--- src/rtl/hls_pkg.sv ---
package hls_pkg;

    localparam int KEY_CODE_W = 4;
    typedef logic [KEY_CODE_W-1:0] key_code_t;

    localparam key_code_t DIGIT_ZERO = key_code_t'(0);
    localparam key_code_t DIGIT_NINE = key_code_t'(9);

    typedef enum logic [1:0] {
        LOCK_NONE      = 2'd0,
        LOCK_ZERO      = 2'd1,
        LOCK_ZERO_NINE = 2'd2
    } lock_mode_e;

    typedef struct packed {
        logic      valid;
        key_code_t code;
    } key_evt_t;

    typedef struct packed {
        logic busy;
        logic pattern_first;
        logic first_pending;
    } hold_state_t;

    function automatic lock_mode_e decode_lock(input logic sel_hi, input logic sel_lo);
        if (sel_hi)      return LOCK_ZERO_NINE;
        else if (sel_lo) return LOCK_ZERO;
        else             return LOCK_NONE;
    endfunction

    function automatic logic digit_barred(input lock_mode_e mode, input key_code_t code);
        case (mode)
            LOCK_ZERO_NINE: return (code == DIGIT_ZERO) || (code == DIGIT_NINE);
            LOCK_ZERO:      return (code == DIGIT_ZERO);
            default:        return 1'b0;
        endcase
    endfunction

    function automatic int max_int(input int a, input int b);
        return (a > b) ? a : b;
    endfunction

endpackage

--- src/rtl/hls_debounce.sv ---
module hls_debounce #(
    parameter int   CNT_W = 8,
    parameter logic INIT  = 1'b0
) (
    input  logic             clk,
    input  logic             rst,
    input  logic             tick,
    input  logic             raw,
    input  logic [CNT_W-1:0] limit,
    output logic             level,
    output logic             changed
);
    logic [CNT_W-1:0] run_cnt;

    always_ff @(posedge clk) begin
        if (rst) begin
            level   <= INIT;
            run_cnt <= '0;
            changed <= 1'b0;
        end else begin
            changed <= 1'b0;
            if (tick) begin
                if (raw == level) begin
                    run_cnt <= '0;
                end else if (run_cnt >= limit - CNT_W'(1)) begin
                    level   <= raw;
                    run_cnt <= '0;
                    changed <= 1'b1;
                end else begin
                    run_cnt <= run_cnt + CNT_W'(1);
                end
            end
        end
    end
endmodule

--- src/rtl/hls_offhook_seq.sv ---
module hls_offhook_seq
    import hls_pkg::*;
#(
    parameter int HOLD_MS       = 300,
    parameter int FIRST_HIGH_MS = 100
) (
    input  logic clk,
    input  logic rst,
    input  logic tick,
    input  logic lock_active,
    input  logic off_evt,
    input  logic on_evt,
    output logic busy,
    output logic level
);
    localparam int HW = $clog2(HOLD_MS + 1);

    hold_state_t      st;
    logic [HW-1:0]    cnt;

    always_ff @(posedge clk) begin
        if (rst) begin
            st.busy          <= 1'b0;
            st.pattern_first <= 1'b0;
            st.first_pending <= 1'b1;
            cnt              <= '0;
        end else if (on_evt) begin
            st.busy <= 1'b0;
            cnt     <= '0;
        end else if (off_evt) begin
            st.busy          <= lock_active;
            st.pattern_first <= st.first_pending & lock_active;
            st.first_pending <= 1'b0;
            cnt              <= '0;
        end else if (st.busy && tick) begin
            if (cnt == HW'(HOLD_MS - 1)) st.busy <= 1'b0;
            else                         cnt     <= cnt + HW'(1);
        end
    end

    assign busy  = st.busy;
    assign level = st.busy & st.pattern_first & (cnt < HW'(FIRST_HIGH_MS));
endmodule

--- src/rtl/hls_key_gate.sv ---
module hls_key_gate
    import hls_pkg::*;
(
    input  logic       clk,
    input  logic       rst,
    input  logic       chip_en,
    input  logic       hold_busy,
    input  lock_mode_e mode,
    input  logic       off_evt,
    input  logic       on_evt,
    input  logic       press_evt,
    input  key_code_t  code,
    output key_evt_t   acc
);
    logic locked_out;
    logic first_open;

    always_ff @(posedge clk) begin
        if (rst) begin
            locked_out <= 1'b0;
            first_open <= 1'b0;
            acc        <= '0;
        end else begin
            acc.valid <= 1'b0;
            if (on_evt) begin
                locked_out <= 1'b0;
                first_open <= 1'b0;
            end else if (off_evt) begin
                locked_out <= 1'b0;
                first_open <= 1'b1;
            end else if (press_evt && chip_en && !hold_busy && !locked_out) begin
                first_open <= 1'b0;
                if (first_open && digit_barred(mode, code)) begin
                    locked_out <= 1'b1;
                end else begin
                    acc.valid <= 1'b1;
                    acc.code  <= code;
                end
            end
        end
    end
endmodule

--- src/rtl/hook_lock_supervisor.sv ---
module hook_lock_supervisor
    import hls_pkg::*;
#(
    parameter int HOOK_DB_NORMAL_MS = 150,
    parameter int HOOK_DB_LOCK_MS   = 20,
    parameter int HOLD_MS           = 300,
    parameter int FIRST_HIGH_MS     = 100,
    parameter int KEY_DB_MS         = 20
) (
    input  logic                  clk,
    input  logic                  rst,
    input  logic                  tick_1ms,
    input  logic                  hook_raw,
    input  logic                  lock_sel_hi,
    input  logic                  lock_sel_lo,
    input  logic                  key_down,
    input  logic [KEY_CODE_W-1:0] key_code,
    output logic                  chip_en,
    output logic                  key_valid,
    output logic [KEY_CODE_W-1:0] key_out,
    output logic                  dl_force,
    output logic                  dl_level
);
    localparam int HOOK_MAX = max_int(HOOK_DB_NORMAL_MS, HOOK_DB_LOCK_MS);
    localparam int HOOK_W   = $clog2(HOOK_MAX + 1);
    localparam int KEY_W    = $clog2(KEY_DB_MS + 1);

    lock_mode_e mode;
    logic       lock_active;
    logic [HOOK_W-1:0] hook_limit;

    logic hook_level, hook_chg, off_evt, on_evt;
    logic key_level, key_chg, press_evt;
    logic hold_busy, hold_level;
    key_evt_t acc;

    assign mode        = decode_lock(lock_sel_hi, lock_sel_lo);
    assign lock_active = (mode != LOCK_NONE);
    assign hook_limit  = lock_active ? HOOK_W'(HOOK_DB_LOCK_MS) : HOOK_W'(HOOK_DB_NORMAL_MS);

    hls_debounce #(.CNT_W(HOOK_W), .INIT(1'b1)) u_hook_db (
        .clk(clk), .rst(rst), .tick(tick_1ms), .raw(hook_raw),
        .limit(hook_limit), .level(hook_level), .changed(hook_chg)
    );

    hls_debounce #(.CNT_W(KEY_W), .INIT(1'b0)) u_key_db (
        .clk(clk), .rst(rst), .tick(tick_1ms), .raw(key_down),
        .limit(KEY_W'(KEY_DB_MS)), .level(key_level), .changed(key_chg)
    );

    assign off_evt   = hook_chg & ~hook_level;
    assign on_evt    = hook_chg &  hook_level;
    assign press_evt = key_chg  &  key_level;
    assign chip_en   = ~hook_level;

    hls_offhook_seq #(.HOLD_MS(HOLD_MS), .FIRST_HIGH_MS(FIRST_HIGH_MS)) u_seq (
        .clk(clk), .rst(rst), .tick(tick_1ms), .lock_active(lock_active),
        .off_evt(off_evt), .on_evt(on_evt), .busy(hold_busy), .level(hold_level)
    );

    hls_key_gate u_gate (
        .clk(clk), .rst(rst), .chip_en(chip_en), .hold_busy(hold_busy),
        .mode(mode), .off_evt(off_evt), .on_evt(on_evt),
        .press_evt(press_evt), .code(key_code), .acc(acc)
    );

    assign key_valid = acc.valid;
    assign key_out   = acc.code;
    assign dl_force  = hold_busy;
    assign dl_level  = hold_level;
endmodule

--- config.mk ---
export PLATFORM = sky130hd
export DESIGN_NAME = hook_lock_supervisor
export DESIGN_NICKNAME = d
export VERILOG_FILES = /design/src/rtl/hls_pkg.sv /design/src/rtl/hls_debounce.sv /design/src/rtl/hls_offhook_seq.sv /design/src/rtl/hls_key_gate.sv /design/src/rtl/hook_lock_supervisor.sv
export SDC_FILE = /design/constraint.sdc
export NUM_CORES = 1
export LEC_CHECK = 0
export BUFFER_PORTS_ARGS = -buffer_cell sky130_fd_sc_hd__buf_4
export CAP_MARGIN = 20
export CORE_UTILIZATION = 45
export DETAILED_ROUTE_END_ITERATION = 8
export GPL_ROUTABILITY_DRIVEN = 0
export SETUP_SLACK_MARGIN = 0.5
export SLEW_MARGIN = 10
export SYNTH_ARGS = -nofsm -noshare
export SYNTH_HDL_FRONTEND = slang
export SYNTH_SLANG_ARGS = --single-unit
--- constraint.sdc ---
create_clock -name clk -period 2.8 [get_ports clk]
set_clock_uncertainty 0.1 [all_clocks]
set_input_delay 0.42 -clock clk [delete_from_list [all_inputs] [get_ports clk]]
set_output_delay 0.42 -clock clk [all_outputs]
set_load 0.01 [all_outputs]
==> results_dict.tcl <==
set metrics [dict create \
    die_y_um 64.81 \
    clk_pin_slew_ps 70 \
    grt_overflow_total 0 \
    async_reset_ff_frac 0 \
    p_switching_mw 0.2190 \
    ys_ff_latch 36 \
    portBuffers 18 \
    grt_pass1_wl_um 6375 \
    postLayoutCellArea_um2 2062 \
    clkPwrFrac 0.439 \
    coreArea_um2 3716 \
    synthDistinctLibCells 52 \
    critPathArrivalTime_ps 2110 \
    cts.sinks 36 \
    netlist_top_cells_count "dfxtp_1, nor2_1, nand3_1" \
    synth_edf_count 0 \
    start_util 0.4778 \
    postCtsSetupBuffers 0 \
    crit_type "input port to register" \
    slew_violations 0 \
    crit_end "u_hook_db.run_cnt[2]" \
    synthSimpleGateAreaFrac 0.2720 \
    fin_tns_setup_ps 0 \
    grt_use_total 0.1968 \
    cts_inserted_buffers 5 \
    yosysWarnings 0 \
    clockBufferDepth 2 \
    critical_path_depth 8 \
    min_period_over_period 0.7047 \
    cp_max_fo 9 \
    pwr_density_cell_nw_per_um2 494.9 \
    die-area_um2 4200 \
    hp-class "input port to register" \
    syn-cell-area_um2 1775 \
    fillers 365 \
    crit_start "lock_sel_lo" \
    p_total_mw 1.020 \
    drt-total-wl_um 3653 \
    fin_cells 275 \
    end_kind "register" \
    antenna_cells 0 \
    total_leakage_power_nw 0.7922 \
    areaGrowthSynthToFinish_pct 16.14 \
    cts_resized 0 \
    dp.cells 267 \
    path_cells "buf_4 > nor2_1 > inv_1 > ha_1 > o21ai_0 > nand4_2 > o311ai_0 > o21a_1" \
    vias 1594 \
    yosysTopAreaCell "dfxtp_1" \
    outcome "finished, final reports clean" \
    yosys.area.top_type_share 0.4059 \
    max_stage_delay_ps 380 \
    peakVddDrop_v 0.0003195 \
    first_iter_violations 82 \
    post-route-util 0.5549 \
    synth_cells 206 \
    synth_xor_area_frac 0.05426 \
    antenna_found_initial 0 \
    worstRegToRegCells 5 \
    synthTopCellsByArea "dfxtp_1, nor2_1, ha_1" \
    synth_top_family_by_area "simple AND/OR/NAND/NOR gates" \
    tightest_slew_ps 632.5 \
    syn-num-nets 223 \
    switching_share 0.2146 \
    pin_count 19 \
    synth_seq_area_share 0.4059 \
    worst_slack_ps 826.8 \
    relSlewSlack 0.5724 \
    combPwrFrac 0.050 \
    drt-wirelength-per-cell_um 13.28 \
    clk_latency_ps 290 \
    grt_start_max_net_pins 23 \
    cp.required_ps 2930 \
    first_pass_iters 4 \
    place_hpwl_um 2710 \
    antenna_left 0 \
    drive_gt1_frac 0.1498 \
    die_w_um 64.81 \
    max_freq_mhz 506.8 \
    rrSetupSlack_ps 980 \
    h-tree-depth 2 \
    cp_num_buf_inv 2 \
    cap_violations 0 \
    yosysMostFrequentCell "dfxtp_1" \
    min_period_ps 1973 \
    rsz0062_at_grt "false" \
    dpl_worst_slack_ps 533.3 \
    synthAdderAreaFrac 0.04228 \
    rows 22 \
    postCtsHoldBufs 0 \
    pwr-share-seq 0.511 \
    hold_violations 0 \
    whs_ps 289.2 \
    grt_pass1_vias 1468 \
    cts_tree "built" \
    r2r-end "u_key_db.run_cnt[4]" \
    crit_family "compound AO/OA/AOI/OAI gates" \
    slowest_stage "o311ai_0" \
    avgViaCountPerCell 5.796 \
    p_int_mw 0.8014 \
    finalSetupViolCount 0 \
    place_area_um2 1954 \
    nNetsFinal 243 \
    synth.avg_cell_area_um2 8.619 \
    ys.flop_type "dfxtp_1" \
    hold_depth 3 \
    drc 0 \
    r2r-start "u_key_db.run_cnt[0]" \
    synthMuxAreaShare 0.01691 \
    start_kind "input port" \
    synth_compound_area_frac 0.1783 \
    cts_root_buf "clkbuf_8" \
]
-- worst min-delay path: cells and delay by family --
kind,cells,cell delay [ps]
AND/OR/NAND/NOR,1,70
buffers and inverters,1,90
multiplexers,1,60
-- registers in the layout, indices dropped and copies added, names as in the netlist --
| register | count |
|---|---|
| u_hook_db.run_cnt | 8 |
| u_gate.first_open | 1 |
| u_seq.st | 2 |
| u_key_db.run_cnt | 5 |
| u_gate.locked_out | 1 |
| u_key_db.level | 1 |
| u_key_db.changed | 1 |
| u_hook_db.changed | 1 |
| u_gate.acc | 5 |
| u_hook_db.level | 1 |
| u_seq.busy | 1 |
| u_seq.cnt | 9 |
-- cell type report --
cell class	instances	area, um^2	share of cell area
Inverter	8	30.03	0.01456
Clock buffer	6	72.57	0.03519
Tap cell	48	60.06	0.02913
Multi-Input combinational cell	156	1001	0.4854
Sequential cell	36	720.7	0.3495
Clock inverter	2	35.03	0.01699
Timing Repair Buffer	19	142.6	0.06917
-- cell usage in the layout, fill, tap and decap left out, drive strengths merged, types with 3 or more instances in the layout --
master | netlist | layout
o21ai | 9 | 9
inv | 8 | 8
nand4 | 4 | 4
nand3 | 15 | 15
ha | 6 | 6
nand2 | 13 | 13
a21oi | 9 | 9
xor2 | 5 | 5
a31oi | 5 | 5
and3 | 6 | 6
nor2 | 23 | 23
dfxtp | 36 | 36
buf | 1 | 19
nor3 | 11 | 11
mux2i | 3 | 3
xnor2 | 6 | 6
clkbuf | 5 | 6
-- worst min-delay path by stage --
stage	startpoint	to	slack, ps
6_report	key_down	u_key_db.level	290
5_1_grt	hook_raw	u_hook_db.level	300
4_1_cts	key_down	u_key_db.level	280
3_5_place_dp	u_seq.st[0]	u_seq.st[0]	350
3_3_place_gp	u_seq.st[0]	u_seq.st[0]	340
2_1_floorplan	u_seq.st[0]	u_seq.st[0]	330
-- cell families after synthesis --
family,Yosys count
mux,3
fa+ha+maj,6
xor+xnor,11
compound gates,45
simple gates,91
buf+inv,14
flops,36
-- per-layer routing --
layer / vias to the layer above / routed length (um) / share of wire / GRT usage
met5: - / 0 / 0 / 0
met4: 0 / 44 / 0.012 / 0.06944
met3: 6 / 161 / 0.044 / 0.05986
met2: 34 / 1710 / 0.47 / 0.3268
met1: 752 / 1737 / 0.48 / 0.2380
li1: 802 / - / - / -
-- power by group through the flow --
stage	Clock [mW]	Combinational (mW)	Sequential, mW
finish	0.448	0.0509	0.521
global route	0.482	0.0579	0.522
CTS	0.458	0.0514	0.521
detailed placement	0	0.0511	0.533
global placement	0	0.0491	0.533
floorplan	0	0.0311	0.532
Power figures use the tool's default switching activity.
